File: src/rtl/ivc_pkg.sv
package ivc_pkg;
  typedef enum logic [1:0] {
    SRC_RESET = 2'd0,
    SRC_SWI   = 2'd1,
    SRC_EXT   = 2'd2,
    SRC_TMR   = 2'd3
  } vecSrc_e;

  typedef struct packed {
    logic    load;
    vecSrc_e src;
  } ctrlStrobe_t;
endpackage

File: src/rtl/ivc_control.sv
module ivc_control
  import ivc_pkg::*;
#(
  parameter int NUM_TMR      = 3,
  parameter int FETCH_CYCLES = 2
) (
  input  logic               clk,
  input  logic               rstReq,
  input  logic               instrDone,
  input  logic               swiExec,
  input  logic               extSynced,
  input  logic [NUM_TMR-1:0] tmrFlags,
  input  logic [NUM_TMR-1:0] tmrEn,
  input  logic               maskBit,
  output ctrlStrobe_t        strobe,
  output logic               takeIrq
);
  localparam int CNT_W = $clog2(FETCH_CYCLES + 1);
  localparam logic [CNT_W-1:0] HOLD_LOAD = CNT_W'(FETCH_CYCLES);

  logic [NUM_TMR-1:0] tmrHit;
  logic               tmrReq;
  logic               extReq;
  logic               hwReq;
  logic               busy;
  logic [CNT_W-1:0]   holdCnt;

  // each timer flag is qualified by its own enable
  for (genvar g = 0; g < NUM_TMR; g++) begin : g_tmrGate
    assign tmrHit[g] = tmrFlags[g] & tmrEn[g];
  end

  assign tmrReq  = |tmrHit;
  assign extReq  = extSynced & ~maskBit;
  assign hwReq   = extReq | (tmrReq & ~maskBit);
  assign busy    = (holdCnt != '0);
  assign takeIrq = instrDone & ~busy & (swiExec | hwReq);

  // winner follows vector address order
  always_comb begin
    strobe.load = takeIrq;
    if (swiExec)     strobe.src = SRC_SWI;
    else if (extReq) strobe.src = SRC_EXT;
    else             strobe.src = SRC_TMR;
  end

  // fetch hold window; reset leaves time to fetch the reset vector
  always_ff @(posedge clk or posedge rstReq) begin
    if (rstReq)            holdCnt <= HOLD_LOAD;
    else if (takeIrq)      holdCnt <= HOLD_LOAD;
    else if (holdCnt != 0) holdCnt <= holdCnt - 1'b1;
  end
endmodule

File: src/rtl/ivc_datapath.sv
module ivc_datapath
  import ivc_pkg::*;
#(
  parameter int                ADDR_W      = 16,
  parameter logic [ADDR_W-1:0] VEC_TOP     = 16'h3FFE,
  parameter int                SYNC_STAGES = 2
) (
  input  logic              clk,
  input  logic              rstReq,
  input  logic              extIrq,
  input  ctrlStrobe_t       strobe,
  output logic              extSynced,
  output logic [ADDR_W-1:0] vecAddr
);
  logic [SYNC_STAGES-1:0] syncQ;
  logic [ADDR_W-1:0]      nextAddr;

  for (genvar s = 0; s < SYNC_STAGES; s++) begin : g_sync
    if (s == 0) begin : g_first
      always_ff @(posedge clk or posedge rstReq) begin
        if (rstReq) syncQ[0] <= 1'b0;
        else        syncQ[0] <= extIrq;
      end
    end else begin : g_next
      always_ff @(posedge clk or posedge rstReq) begin
        if (rstReq) syncQ[s] <= 1'b0;
        else        syncQ[s] <= syncQ[s-1];
      end
    end
  end

  assign extSynced = syncQ[SYNC_STAGES-1];

  // each source rank steps two bytes down from the top pair
  assign nextAddr = VEC_TOP - ADDR_W'({strobe.src, 1'b0});

  always_ff @(posedge clk or posedge rstReq) begin
    if (rstReq)          vecAddr <= VEC_TOP;
    else if (strobe.load) vecAddr <= nextAddr;
  end
endmodule

File: src/rtl/irq_vector_ctrl.sv
module irq_vector_ctrl
  import ivc_pkg::*;
#(
  parameter int                ADDR_W       = 16,
  parameter logic [ADDR_W-1:0] VEC_TOP      = 16'h3FFE,
  parameter int                NUM_TMR      = 3,
  parameter int                FETCH_CYCLES = 2,
  parameter int                SYNC_STAGES  = 2
) (
  input  logic               clk,
  input  logic               rstReq,
  input  logic               instrDone,
  input  logic               swiExec,
  input  logic               extIrq,
  input  logic [NUM_TMR-1:0] tmrFlags,
  input  logic [NUM_TMR-1:0] tmrEn,
  input  logic               maskBit,
  output logic               takeIrq,
  output logic               setMask,
  output logic [ADDR_W-1:0]  vecAddr
);
  ctrlStrobe_t strobe;
  logic        extSynced;

  ivc_control #(
    .NUM_TMR     (NUM_TMR),
    .FETCH_CYCLES(FETCH_CYCLES)
  ) u_ctrl (
    .clk      (clk),
    .rstReq   (rstReq),
    .instrDone(instrDone),
    .swiExec  (swiExec),
    .extSynced(extSynced),
    .tmrFlags (tmrFlags),
    .tmrEn    (tmrEn),
    .maskBit  (maskBit),
    .strobe   (strobe),
    .takeIrq  (takeIrq)
  );

  ivc_datapath #(
    .ADDR_W     (ADDR_W),
    .VEC_TOP    (VEC_TOP),
    .SYNC_STAGES(SYNC_STAGES)
  ) u_dp (
    .clk      (clk),
    .rstReq   (rstReq),
    .extIrq   (extIrq),
    .strobe   (strobe),
    .extSynced(extSynced),
    .vecAddr  (vecAddr)
  );

  assign setMask = takeIrq | rstReq;
endmodule

File: config.mk
export PLATFORM = sky130hd
export DESIGN_NAME = irq_vector_ctrl
export DESIGN_NICKNAME = d
export VERILOG_FILES = /design/src/rtl/ivc_pkg.sv /design/src/rtl/ivc_control.sv /design/src/rtl/ivc_datapath.sv /design/src/rtl/irq_vector_ctrl.sv
export SDC_FILE = /design/constraint.sdc
export NUM_CORES = 1
export LEC_CHECK = 0
export ABC_AREA = 0
export BUFFER_PORTS_ARGS = -buffer_cell sky130_fd_sc_hd__buf_2
export CORE_AREA = 2 2 39 41
export DETAILED_ROUTE_END_ITERATION = 8
export DIE_AREA = 0 0 41 43
export PLACE_DENSITY = 0.7
export SLEW_MARGIN = 25
export SYNTH_ARGS = -nofsm -noshare
export SYNTH_HDL_FRONTEND = slang
export SYNTH_SLANG_ARGS = --single-unit
File: constraint.sdc
create_clock -name clk -period 1.7 [get_ports clk]
set_input_delay 0.34 -clock clk [delete_from_list [all_inputs] [get_ports clk]]
set_output_delay 0.34 -clock clk [all_outputs]
set_load 0.03 [all_outputs]
# Yosys cells after proc, flatten, opt, wreduce, memory -nomap -nowiden
# Cells that the tools add are included.
[word_totals] output_inout_bits=18 elab_cells=25 reg_bits=20 inputBits=12
[op_classes] bitwise=12 mux=4 n_reduce_logical=3 add_sub_neg=2
[op_table] cell="14-bit by 3-bit subtractor with 15-bit output, first input constant" n=1
[op_table] cell="1-bit bitwise AND" n=7
[op_table] cell="2-bit two-way mux" n=3
[op_table] cell="2-bit nonzero test" n=2
[op_table] cell="1-bit OR" n=3
[op_table] cell="3-bit OR reduction" n=1
[op_table] cell="1-bit inverter" n=2
[op_table] cell="2-bit by 1-bit subtractor with 2-bit output, second input constant" n=1
[op_table] cell="1-bit two-way mux" n=1

# Depth between registers and ports, before layout
# Gate-level depths: netlist of the first run.
[depth] ltp_word=7 ltp_mapped=5 ltp_nobuf=5

# By module
# Synthesis of the first run repeated with hierarchy kept, for this count alone.
[hier_totals] hier_cells=43 area_unflattened_um2=415.4
[modules_own_cells] mod="ivc_datapath" instances=1 cells_per_inst=25 area_each_um2=236.5 seq_area_each_um2=102.6
[modules_own_cells] mod="ivc_control" instances=1 cells_per_inst=17 area_each_um2=172.7 seq_area_each_um2=51.3
[modules_own_cells] mod="irq_vector_ctrl" instances=1 cells_per_inst=1 area_each_um2=6.3 seq_area_each_um2=0.0

# Worst setup path before layout of the first run
# No wires, ideal clock.
[synth_timing] path_type="reg2out" from="register u_ctrl.holdCnt[0]" to="output port setMask" required_ps=1360 path_buffers=0 arrival_time_ps=1430 slack_ps=-70 stages_incl_launch_ff=5 path_cell_list="dfrtp_1 inv_1 ha_1 nand2_1 o21ai_0"
[synth_via] elab_chain_cells=5
[synth_rtl] element="from (decl)" line="ivc_control.sv:26" text="logic [CNT_W-1:0] holdCnt;"
[synth_rtl] element="from (signal assigned)" line="ivc_control.sv:51" text="else if (holdCnt != 0) holdCnt <= holdCnt - 1'b1;"
[synth_rtl] element="2-bit nonzero test" line="ivc_control.sv:36" text="assign busy = (holdCnt != '0);"
[synth_rtl] element="1-bit inverter" line="ivc_control.sv:37" text="assign takeIrq = instrDone & ~busy & (swiExec | hwReq);"
[synth_rtl] element="1-bit bitwise AND (2 in a row)" line="ivc_control.sv:37"
[synth_rtl] element="1-bit OR" line="irq_vector_ctrl.sv:54" text="assign setMask = takeIrq | rstReq;"
[synth_rtl] element="to (decl)" line="irq_vector_ctrl.sv:19" text="output logic setMask,"
# No other way between the ends.

# Worst setup path after layout of the first run
[layout_timing] from="input port tmrFlags[0]" to="output port setMask"
[layout_via] elab_chain_cells=7
[layout_rtl] element="from (decl)" line="irq_vector_ctrl.sv:15" text="input logic [NUM_TMR-1:0] tmrFlags,"
[layout_rtl] element="1-bit bitwise AND" line="ivc_control.sv:30" text="assign tmrHit[g] = tmrFlags[g] & tmrEn[g];"
[layout_rtl] element="3-bit OR reduction" line="ivc_control.sv:33" text="assign tmrReq = |tmrHit;"
[layout_rtl] element="1-bit bitwise AND" line="ivc_control.sv:35" text="assign hwReq = extReq | (tmrReq & ~maskBit);"
[layout_rtl] element="1-bit OR" line="ivc_control.sv:35"
[layout_rtl] element="1-bit OR" line="ivc_control.sv:37"
[layout_rtl] element="1-bit bitwise AND" line="ivc_control.sv:37"
[layout_rtl] element="1-bit OR" line="irq_vector_ctrl.sv:54"
# No other way between the ends.

==> results of run 1 <==
-- power breakdown --
group / switching [mW] / internal [mW] / total, mW
registers: 0.0236 / 0.218 / 0.241
logic: 0.211 / 0.131 / 0.342
clock network: 0.0494 / 0.0888 / 0.138
-- flip-flops by register name (all words and copies together), names as in the netlist --
name / cells
u_ctrl.holdCnt: 2
u_dp.syncQ: 1
u_dp.extSynced: 1
u_dp.vecAddr: 2
-- metal layers --
metal  global-route usage  wire (um)  up-vias
met5                    0          0        -
met4                0.100          0        0
li1                     -          -      160
met2                0.166        452       17
met1                0.103        242      149
met3               0.0314         65        0
-- path summary, 6_finish.rpt --
path | start | endpoint | slack [ns] | depth (start not counted)
max in group asynchronous | rstReq | u_dp.vecAddr[2]$_DFFE_PP1P_ | 1.43 | 3
min reg2reg | u_dp.syncQ[0]$_DFF_PP0_ | u_dp.extSynced$_DFF_PP0_ | 0.35 | 0
min in group clk | extIrq | u_dp.syncQ[0]$_DFF_PP0_ | 0.20 | 1
min | rstReq | u_dp.extSynced$_DFF_PP0_ | 0.06 | 3
max reg2reg | u_dp.extSynced$_DFF_PP0_ | u_ctrl.holdCnt[1]$_DFFE_PP1P_ | 0.49 | 6
max | tmrFlags[0] | setMask | -0.01 | 6
-- placed cells by master, fill, tap and decap left out, drive strengths merged, types with 2 or more instances in the layout --
cell and count:
buf 20, conb 14, inv 4, clkbuf 4
nor2 3, dfrtp 3, dfstp 3, nand2 3
mux2i 2
-- area by class of cell --
type,count,area [um2],area share
multi-input cells,32,176,0.338
inverters,4,15.0,0.0288
flip-flops and latches,6,154,0.295
well taps,16,20.0,0.0384
repair buffers,20,130,0.249
clock buffers,4,26.3,0.0504
-- stage by stage --
stage	setup WS [ns]	setup TNS, ns	power (mW)
2_1_floorplan	0.159	0	0.498
3_3_place_gp	0.0156	0	0.535
3_5_place_dp	-0.0264	-0.0264	0.555
4_1_cts	-0.0102	-0.0102	0.719
5_1_grt	-0.0679	-0.127	0.780
6_report	-0.0118	-0.0188	0.721
-- worst max-delay path, stage by stage --
cell and delay [ns]:
sky130_fd_sc_hd__buf_6 0.09, sky130_fd_sc_hd__a222oi_1 0.39, sky130_fd_sc_hd__a21oi_1 0.15, sky130_fd_sc_hd__nor2_1 0.16, sky130_fd_sc_hd__o21ai_1 0.08, sky130_fd_sc_hd__buf_4 0.16
-- cells by family (layout without fill, tap and decap cells) --
kind of cell	after synthesis	count (layout)
DFF	6	6
buffers and inverters	18	28
other	2	14
and+or+nand+nor	8	8
muxes	2	2
adders and majority gates	1	1
AOI/OAI and AO/OA	7	7
-- repair_timing --
item	4_1_cts	5_1_grt
buffers inserted	1	2
resized for setup	4	3
pin swaps	1	2
setup endpoints to repair	2	2
==> flow_summary.json, run 1 <==
{
  "yosys_register_bits": 6,
  "flow.area_growth_from_synthesis_pct": 30.3,
  "route.vias.total": 326,
  "cp_max_fo": 2,
  "stdcell_count": 82,
  "netlist_instances": 44,
  "synth_simple_gate_area_share": 0.0812,
  "violations": "negative setup slack",
  "die_y_um": 43,
  "timing_hold_violations_final": 0,
  "drc_errors": 0,
  "final-max-slew-violation-count": 0,
  "post-synth-top-count-cell": "sky130_fd_sc_hd__buf_4",
  "cts_buffers": 3,
  "placedInstanceArea_um2": 450,
  "grt_pass1_vias": 312,
  "synth_area_leaders": "sky130_fd_sc_hd__buf_4, sky130_fd_sc_hd__dfstp_2, sky130_fd_sc_hd__dfrtp_1, sky130_fd_sc_hd__mux2i_1, sky130_fd_sc_hd__inv_1",
  "n_fill_cell": 149,
  "post_drt_wl_per_cell_um": 9.27,
  "power_density_nw_per_um2": 1380,
  "share_of_the_synthesized_area_in_the_top_cell_type": 0.263,
  "n_antenna_cell": 0,
  "dp_hpwl_um": 594,
  "cts-hold-fix-buffers": 0,
  "fmaxAchievable_mhz": 584,
  "grt_util_all_layers": 0.106,
  "cts.reportedPaths.clkPinSlew_ns": 0.05,
  "dp.cells": 75,
  "core_area_um2": 1380,
  "syn_avg_cell_area_um2": 9.10,
  "largest_net_degree_at_the_start_of_global_routing": 7,
  "setup_repair_after_global_routing_missed_its_margin": "yes",
  "drt_wl_total_um": 760,
  "port_buffers": 15,
  "async_reset_ff_frac": 1.00,
  "postLayoutCellArea_um2": 522,
  "max_cap_viol_count": 0,
  "finish.utilization": 0.377,
  "die_area_um2": 1760,
  "worstHoldPathType": "input pin to asynchronous set/reset pin",
  "setup_viol_count_final": 2,
  "die_w_um": 41,
  "yosysUniqueCellTypes": 18,
  "grt_overflow_total": 0,
  "synth_area_um2": 400,
  "cp_data_arrival_time_ns": 1.37,
  "seq_area_frac_synth": 0.384,
  "start_util": 0.289,
  "synth_compound_gate_area_share": 0.134,
  "ioPinCount": 30,
  "synth.cells.most_frequent": "sky130_fd_sc_hd__buf_4, sky130_fd_sc_hd__inv_1",
  "number_of_drc_violations_after_detailed_routing_iteration_0": 5,
  "tritoncts": "yes",
  "firstDrtPassIters": 4,
  "worstSetupEndpointType": "output pin",
  "cts.sink_count": 6,
  "synthXorXnorAreaFrac": 0,
  "post-route-worst-setup-slack_ns": -0.0118,
  "vias_per_cell": 3.98,
  "placement_row_count": 14,
  "worst-setup-path-type": "input pin to output pin",
  "nets": 80,
  "min_hold_slack_ns": 0.0641,
  "number_of_antenna_violations_at_the_first_check_in_global_routing": 0,
  "final_layout_size_suffix_gt1_frac": 0.424,
  "status": "complete, but fails checks",
  "grt_pass1_wl_mm": 1.21,
  "period_share": 1.01,
  "critical_path.startpoint_type": "input pin",
  "yosys-mux-area-fraction": 0.0500,
  "post_route_ant_nets": 0,
  "gp_routability_congestion": 0.720,
  "ir_drop_v": 0.000684,
  "cp_data_required_time_ns": 1.36,
  "post-synth-top-area-cell": "sky130_fd_sc_hd__buf_4",
  "depth_of_the_cts_h_tree": 1,
  "synth-main-ff-cell": "sky130_fd_sc_hd__dfstp_2",
  "min_period_ns": 1.71,
  "power_leakage_nw": 0.293,
  "final.setup_skew_ns": 0.00647,
  "largest_family_of_logic_cells_by_synthesized_area": "buffers and inverters",
  "synthesis.yosys.warnings": 0,
  "worstSkewPairLatency_ns": 0.24,
  "synth_enable_flop_cells": 0,
  "cts_root_buf": "sky130_fd_sc_hd__clkbuf_4",
  "synthAdderAreaFrac": 0.0313,
  "ctsLongestPathBuffers": 2
}
Power figures use the tool's default switching activity.
==> run 2: changes to the inputs <==
--- a/config.mk
+++ b/config.mk
@@ -10,6 +10,7 @@
 export CORE_AREA = 2 2 39 41
 export DETAILED_ROUTE_END_ITERATION = 8
 export DIE_AREA = 0 0 41 43
+export HOLD_SLACK_MARGIN = 0.1
 export PLACE_DENSITY = 0.7
 export SLEW_MARGIN = 25
 export SYNTH_ARGS = -nofsm -noshare
==> run 2 against run 1 <==
Against the previous run:
- the flow still finishes with violations (negative setup slack)
- combinational power hardly changed
- clock-buffer cell count stayed put
- critical path depth is the same
- non-clock buffer count grew 1
==> flow_summary.json, run 2 (synthesized netlist as in run 1, its figures left out) <==
{
  "status": "complete, but fails checks",
  "violations": "negative setup slack",
  "cp_max_fo": 2,
  "p_switching_mw": 0.285,
  "drt_wl_total_um": 769,
  "core_area_um2": 1380,
  "cts.reportedPaths.clkPinSlew_ns": 0.05,
  "post_drt_wl_per_cell_um": 9.27,
  "timing_hold_violations_final": 0,
  "largest_net_degree_at_the_start_of_global_routing": 7,
  "n_fill_cell": 147,
  "min_period_ns": 1.71,
  "dp_hpwl_um": 594,
  "final_layout_size_suffix_gt1_frac": 0.418,
  "gp_routability_congestion": 0.720,
  "flow.area_growth_from_synthesis_pct": 32.8,
  "port_buffers": 15,
  "worst-r2r-setup-slack_ns": 0.49,
  "start_util": 0.289,
  "grt_overflow_total": 0,
  "depth_of_the_cts_h_tree": 1,
  "power_density_nw_per_um2": 1360,
  "finish.utilization": 0.384,
  "firstDrtPassIters": 4,
  "ctsLongestPathBuffers": 2,
  "most_frequent_cells_in_the_layout": "sky130_fd_sc_hd__conb_1, sky130_fd_sc_hd__buf_2, sky130_fd_sc_hd__buf_4",
  "critical_path.startpoint_type": "input pin",
  "r2r_cell_count": 6,
  "ioPinCount": 30,
  "power_frac_comb": 0.474,
  "post-route-worst-setup-slack_ns": -0.0118,
  "route.vias.total": 328,
  "multi_input_comb_area_um2": 176,
  "worstSkewPairLatency_ns": 0.24,
  "cts_buffers": 3,
  "register_area_um2": 154,
  "worstSetupEndpointType": "output pin",
  "setup_repair_after_global_routing_missed_its_margin": "yes",
  "die_y_um": 43,
  "pwr-share-seq": 0.333,
  "final-max-slew-violation-count": 0,
  "setup_viol_count_final": 2,
  "final.setup_skew_ns": 0.00672,
  "worst-setup-path-type": "input pin to output pin",
  "die_w_um": 41,
  "placement_row_count": 14,
  "post_route_ant_nets": 0,
  "timing.rr.end": "u_ctrl.holdCnt[1]$_DFFE_PP1P_",
  "top_regs": "u_ctrl.holdCnt x2, u_dp.vecAddr x2",
  "total_power_mw": 0.724,
  "tritoncts": "yes",
  "sw_frac_of_total": 0.394,
  "cts_root_buf": "sky130_fd_sc_hd__clkbuf_4",
  "fmaxAchievable_mhz": 584,
  "grt_pass1_wl_mm": 1.22,
  "hp-start": "extIrq",
  "ir_drop_v": 0.000684,
  "cp_data_arrival_time_ns": 1.37,
  "grt_util_all_layers": 0.110,
  "reg2reg_from": "u_dp.extSynced$_DFF_PP0_",
  "p_int_mw": 0.439,
  "cells_on_worst_hold_path": 1,
  "grt_pass1_vias": 315,
  "drc_errors": 0,
  "cp_data_required_time_ns": 1.36,
  "worstHoldPathType": "input pin to flop",
  "cts.sink_count": 6,
  "nets": 81,
  "final_common_cell": "sky130_fd_sc_hd__conb_1",
  "number_of_drc_violations_after_detailed_routing_iteration_0": 5,
  "period_share": 1.01,
  "p_clk_frac": 0.192,
  "die_area_um2": 1760,
  "power_leakage_nw": 0.298,
  "dp_worst_setup_slack_ns": -0.0264,
  "holdPathEnd": "u_dp.syncQ[0]$_DFF_PP0_",
  "n_antenna_cell": 0,
  "number_of_antenna_violations_at_the_first_check_in_global_routing": 0,
  "max_cap_viol_count": 0,
  "vias_per_cell": 3.95
}
-- run 2: cell count changes in the layout (fill, tap and decap cells not counted), sizes merged --
| cell | before | now |
|---|---|---|
| dlygate4sd3 | 0 | 1 |
-- run 2: layout make-up --
cell class	instances	area share
clock buffers	4	0.0494
inverters	4	0.0282
multi-input cells	32	0.332
flip-flops and latches	6	0.289
well taps	16	0.0376
repair buffers	21	0.264
-- run 2: power by group through the flow --
stage | logic [mW] | clock network (mW) | registers (mW)
after floorplan | 0.212 | 0 | 0.285
after global placement | 0.296 | 0 | 0.239
after detailed placement | 0.311 | 0 | 0.243
after CTS | 0.331 | 0.149 | 0.241
after global routing | 0.373 | 0.163 | 0.248
final | 0.344 | 0.139 | 0.241
-- run 2: how the worst max path moves through the flow --
stage                                       start  endpoint  depth (start not counted)
CTS                                      tmrEn[0]   setMask                          6
detailed placement                    tmrFlags[0]   setMask                          6
finish                                tmrFlags[0]   setMask                          6
global route                          tmrFlags[0]   setMask                          6
floorplan           u_ctrl.holdCnt[0]$_DFFE_PP0P_   setMask                          4
global placement                      tmrFlags[0]   setMask                          6
-- run 2: critical path, cell delays in order --
cell	delay, ns
sky130_fd_sc_hd__buf_6	0.09
sky130_fd_sc_hd__a222oi_1	0.39
sky130_fd_sc_hd__a21oi_1	0.15
sky130_fd_sc_hd__nor2_1	0.16
sky130_fd_sc_hd__o21ai_1	0.08
sky130_fd_sc_hd__buf_4	0.16
-- run 2: repair_timing --
item | in CTS | in global routing
setup endpoints to repair | 2 | 2
pin swaps | 1 | 2
hold buffers | 1 | 0
endpoints found under the hold margin | 3 | 0
buffers inserted | 1 | 2
gates resized for setup | 4 | 3
-- run 2: metal layers --
metal | wire [um] | vias to the layer above | GRT usage
met5 | 0 | - | 0
met4 | 0 | 0 | 0.100
met3 | 68 | 0 | 0.0471
met2 | 453 | 17 | 0.166
met1 | 246 | 149 | 0.103
li1 | - | 162 | -
-- run 2: metrics by stage --
stage	area, um2	hold WS [ns]	TNS, ns	cells
global placement	450	0.333	0	75
detailed placement	450	0.325	-0.0264	75
global route	532	0.181	-0.127	83
floorplan	445	0.136	0	56
finish	532	0.201	-0.0188	83
CTS	508	0.192	-0.0102	81
==> run 3: changes to the inputs <==
--- a/config.mk
+++ b/config.mk
@@ -12,6 +12,7 @@
 export DIE_AREA = 0 0 41 43
 export HOLD_SLACK_MARGIN = 0.1
 export PLACE_DENSITY = 0.7
+export REMOVE_ABC_BUFFERS = 1
 export SLEW_MARGIN = 25
 export SYNTH_ARGS = -nofsm -noshare
 export SYNTH_HDL_FRONTEND = slang
==> run 3 against run 2 <==
Against the previous run:
- the run still ends with negative setup slack left
- clock-buffer cell count stayed put
- flip-flop and latch count stayed put
- total power is 1.5% higher
- wire length is 9.2% lower
- register-to-register slack better by 0.02 ns
- core utilization is 0.81 points lower
- setup slack better by 0.0061 ns
- combinational power is 3% higher
- sequential power hardly changed
- critical path depth stayed put
- final area is 2.1% lower
- worst hold slack worse by 0.0015 ns
- critical endpoint unchanged
==> flow_summary.json, run 3 (synthesized netlist as in run 1, its figures left out) <==
{
  "status": "complete, but fails checks",
  "violations": "negative setup slack",
  "post_route_ant_nets": 0,
  "period_share": 1.00,
  "stdcell_count": 81,
  "final-max-slew-violation-count": 0,
  "max_cap_viol_count": 0,
  "port_buffers": 15,
  "drc_errors": 0,
  "worstSkewPairLatency_ns": 0.24,
  "firstDrtPassIters": 4,
  "route.vias.total": 329,
  "timing_hold_violations_final": 0,
  "cp_data_arrival_time_ns": 1.37,
  "min_period_ns": 1.71,
  "worst_path_largest_cell_delay_ns": 0.38,
  "die_w_um": 41,
  "postLayoutCellArea_um2": 520,
  "most_frequent_cells_in_the_layout": "sky130_fd_sc_hd__conb_1, sky130_fd_sc_hd__buf_2, sky130_fd_sc_hd__buf_4",
  "core_area_um2": 1380,
  "flow.area_growth_from_synthesis_pct": 30.0,
  "cts_buffers": 3,
  "worstSetupEndpointType": "output pin",
  "die_area_um2": 1760,
  "multi_input_comb_area_um2": 186,
  "cp_data_required_time_ns": 1.36,
  "number_of_antenna_violations_at_the_first_check_in_global_routing": 0,
  "ir_drop_v": 0.000539,
  "finish.utilization": 0.376,
  "placement_row_count": 14,
  "final.setup_skew_ns": 0.00247,
  "ordered_cell_list_for_the_critical_path": "buf_6 -> a222oi_1 -> a21oi_1 -> nor2_1 -> o21ai_1 -> buf_4",
  "final_layout_size_suffix_gt1_frac": 0.400,
  "placedInstanceArea_um2": 450,
  "nets": 79,
  "cp_slowest_cell": "sky130_fd_sc_hd__a222oi_1",
  "dp.cells": 75,
  "post_drt_wl_per_cell_um": 8.62,
  "power_density_nw_per_um2": 1410,
  "grt_pass1_vias": 286,
  "cp_max_fo": 2,
  "fmaxAchievable_mhz": 586,
  "register_area_um2": 154,
  "setup_viol_count_final": 1,
  "ioPinCount": 30,
  "vias_per_cell": 4.06,
  "start_util": 0.289,
  "cts.reportedPaths.clkPinSlew_ns": 0.05,
  "setup_repair_after_global_routing_missed_its_margin": "yes",
  "top_regs": "u_ctrl.holdCnt x2, u_dp.vecAddr x2",
  "grt_pass1_wl_mm": 1.08,
  "n_antenna_cell": 0,
  "largest_net_degree_at_the_start_of_global_routing": 7,
  "number_of_drc_violations_after_detailed_routing_iteration_0": 5,
  "grt_util_all_layers": 0.0941,
  "worstHoldPathType": "input pin to flop",
  "n_fill_cell": 148,
  "worst-setup-path-type": "input pin to output pin",
  "dp_hpwl_um": 539,
  "tritoncts": "yes",
  "die_y_um": 43,
  "cts.sink_count": 6,
  "depth_of_the_cts_h_tree": 1,
  "post-route-worst-setup-slack_ns": -0.00565,
  "grt_overflow_total": 0,
  "final_common_cell": "sky130_fd_sc_hd__conb_1",
  "power_leakage_nw": 0.287,
  "critical_path.startpoint_type": "input pin",
  "cts_root_buf": "sky130_fd_sc_hd__clkbuf_4",
  "ctsLongestPathBuffers": 2,
  "gp_routability_congestion": 0.626,
  "drt_wl_total_um": 698
}
==> run 3: power breakdown <==
| part | total [mW] | leakage (nW) | switching (mW) | internal, mW |
|---|---|---|---|---|
| logic | 0.354 | 0.205 | 0.213 | 0.141 |
| registers | 0.238 | 0.0666 | 0.0206 | 0.217 |
| clock network | 0.144 | 0.0150 | 0.0545 | 0.0891 |
==> run 3: metal layers <==
metal / GRT usage / up-vias / share of wire
met5: 0 / - / 0
met4: 0.0800 / 0 / 0
met3: 0.0314 / 0 / 0.15
met2: 0.128 / 22 / 0.44
met1: 0.112 / 149 / 0.41
li1: - / 158 / -
==> run 3: final timing paths <==
kind	start	to	slack, ns	depth (start not counted)
hold / removal	extIrq	u_dp.syncQ[0]$_DFF_PP0_	0.20	1
setup reg to reg	u_ctrl.holdCnt[1]$_DFFE_PP1P_	u_dp.vecAddr[1]$_DFFE_PP1P_	0.51	5
hold reg to reg	u_dp.syncQ[0]$_DFF_PP0_	u_dp.extSynced$_DFF_PP0_	0.35	0
setup / recovery	tmrEn[0]	setMask	-0.006	6
max in group asynchronous	rstReq	u_dp.vecAddr[2]$_DFFE_PP1P_	0.87	4
min in group asynchronous	rstReq	u_dp.syncQ[0]$_DFF_PP0_	0.63	4
==> run 3: critical path: cells and delay by family <==
family	cells	cell delay, ns
simple gates	1	0.16
compound gates	3	0.61
buf+inv	2	0.26
==> run 3: repair_timing <==
action                                  CTS  global route
gates cloned                              0             0
buffers inserted                          0             1
hold endpoints to repair                  3             0
pin swaps                                 0             4
endpoints found under the setup margin    2             2
hold buffers                              1             0
gates resized for setup                   4             4
==> run 3: through the flow <==
step / hold slack [ns] / setup TNS (ns) / power [mW] / worst slack, ns
detailed placement: 0.338 / 0 / 0.545 / 0.000491
global route: 0.188 / -0.173 / 0.805 / -0.104
finish: 0.199 / -0.00565 / 0.735 / -0.00565
CTS: 0.190 / 0 / 0.732 / 0.00193
global placement: 0.333 / 0 / 0.532 / 0.0431
floorplan: 0.135 / -0.0700 / 0.472 / -0.0700
==> run 3: final cells by class <==
cell class                      count  share of cell area
Tap cell                           16              0.0385
Inverter                            4              0.0288
Timing Repair Buffer               19               0.228
Multi-Input combinational cell     32               0.358
Sequential cell                     6               0.296
Clock buffer                        4              0.0505
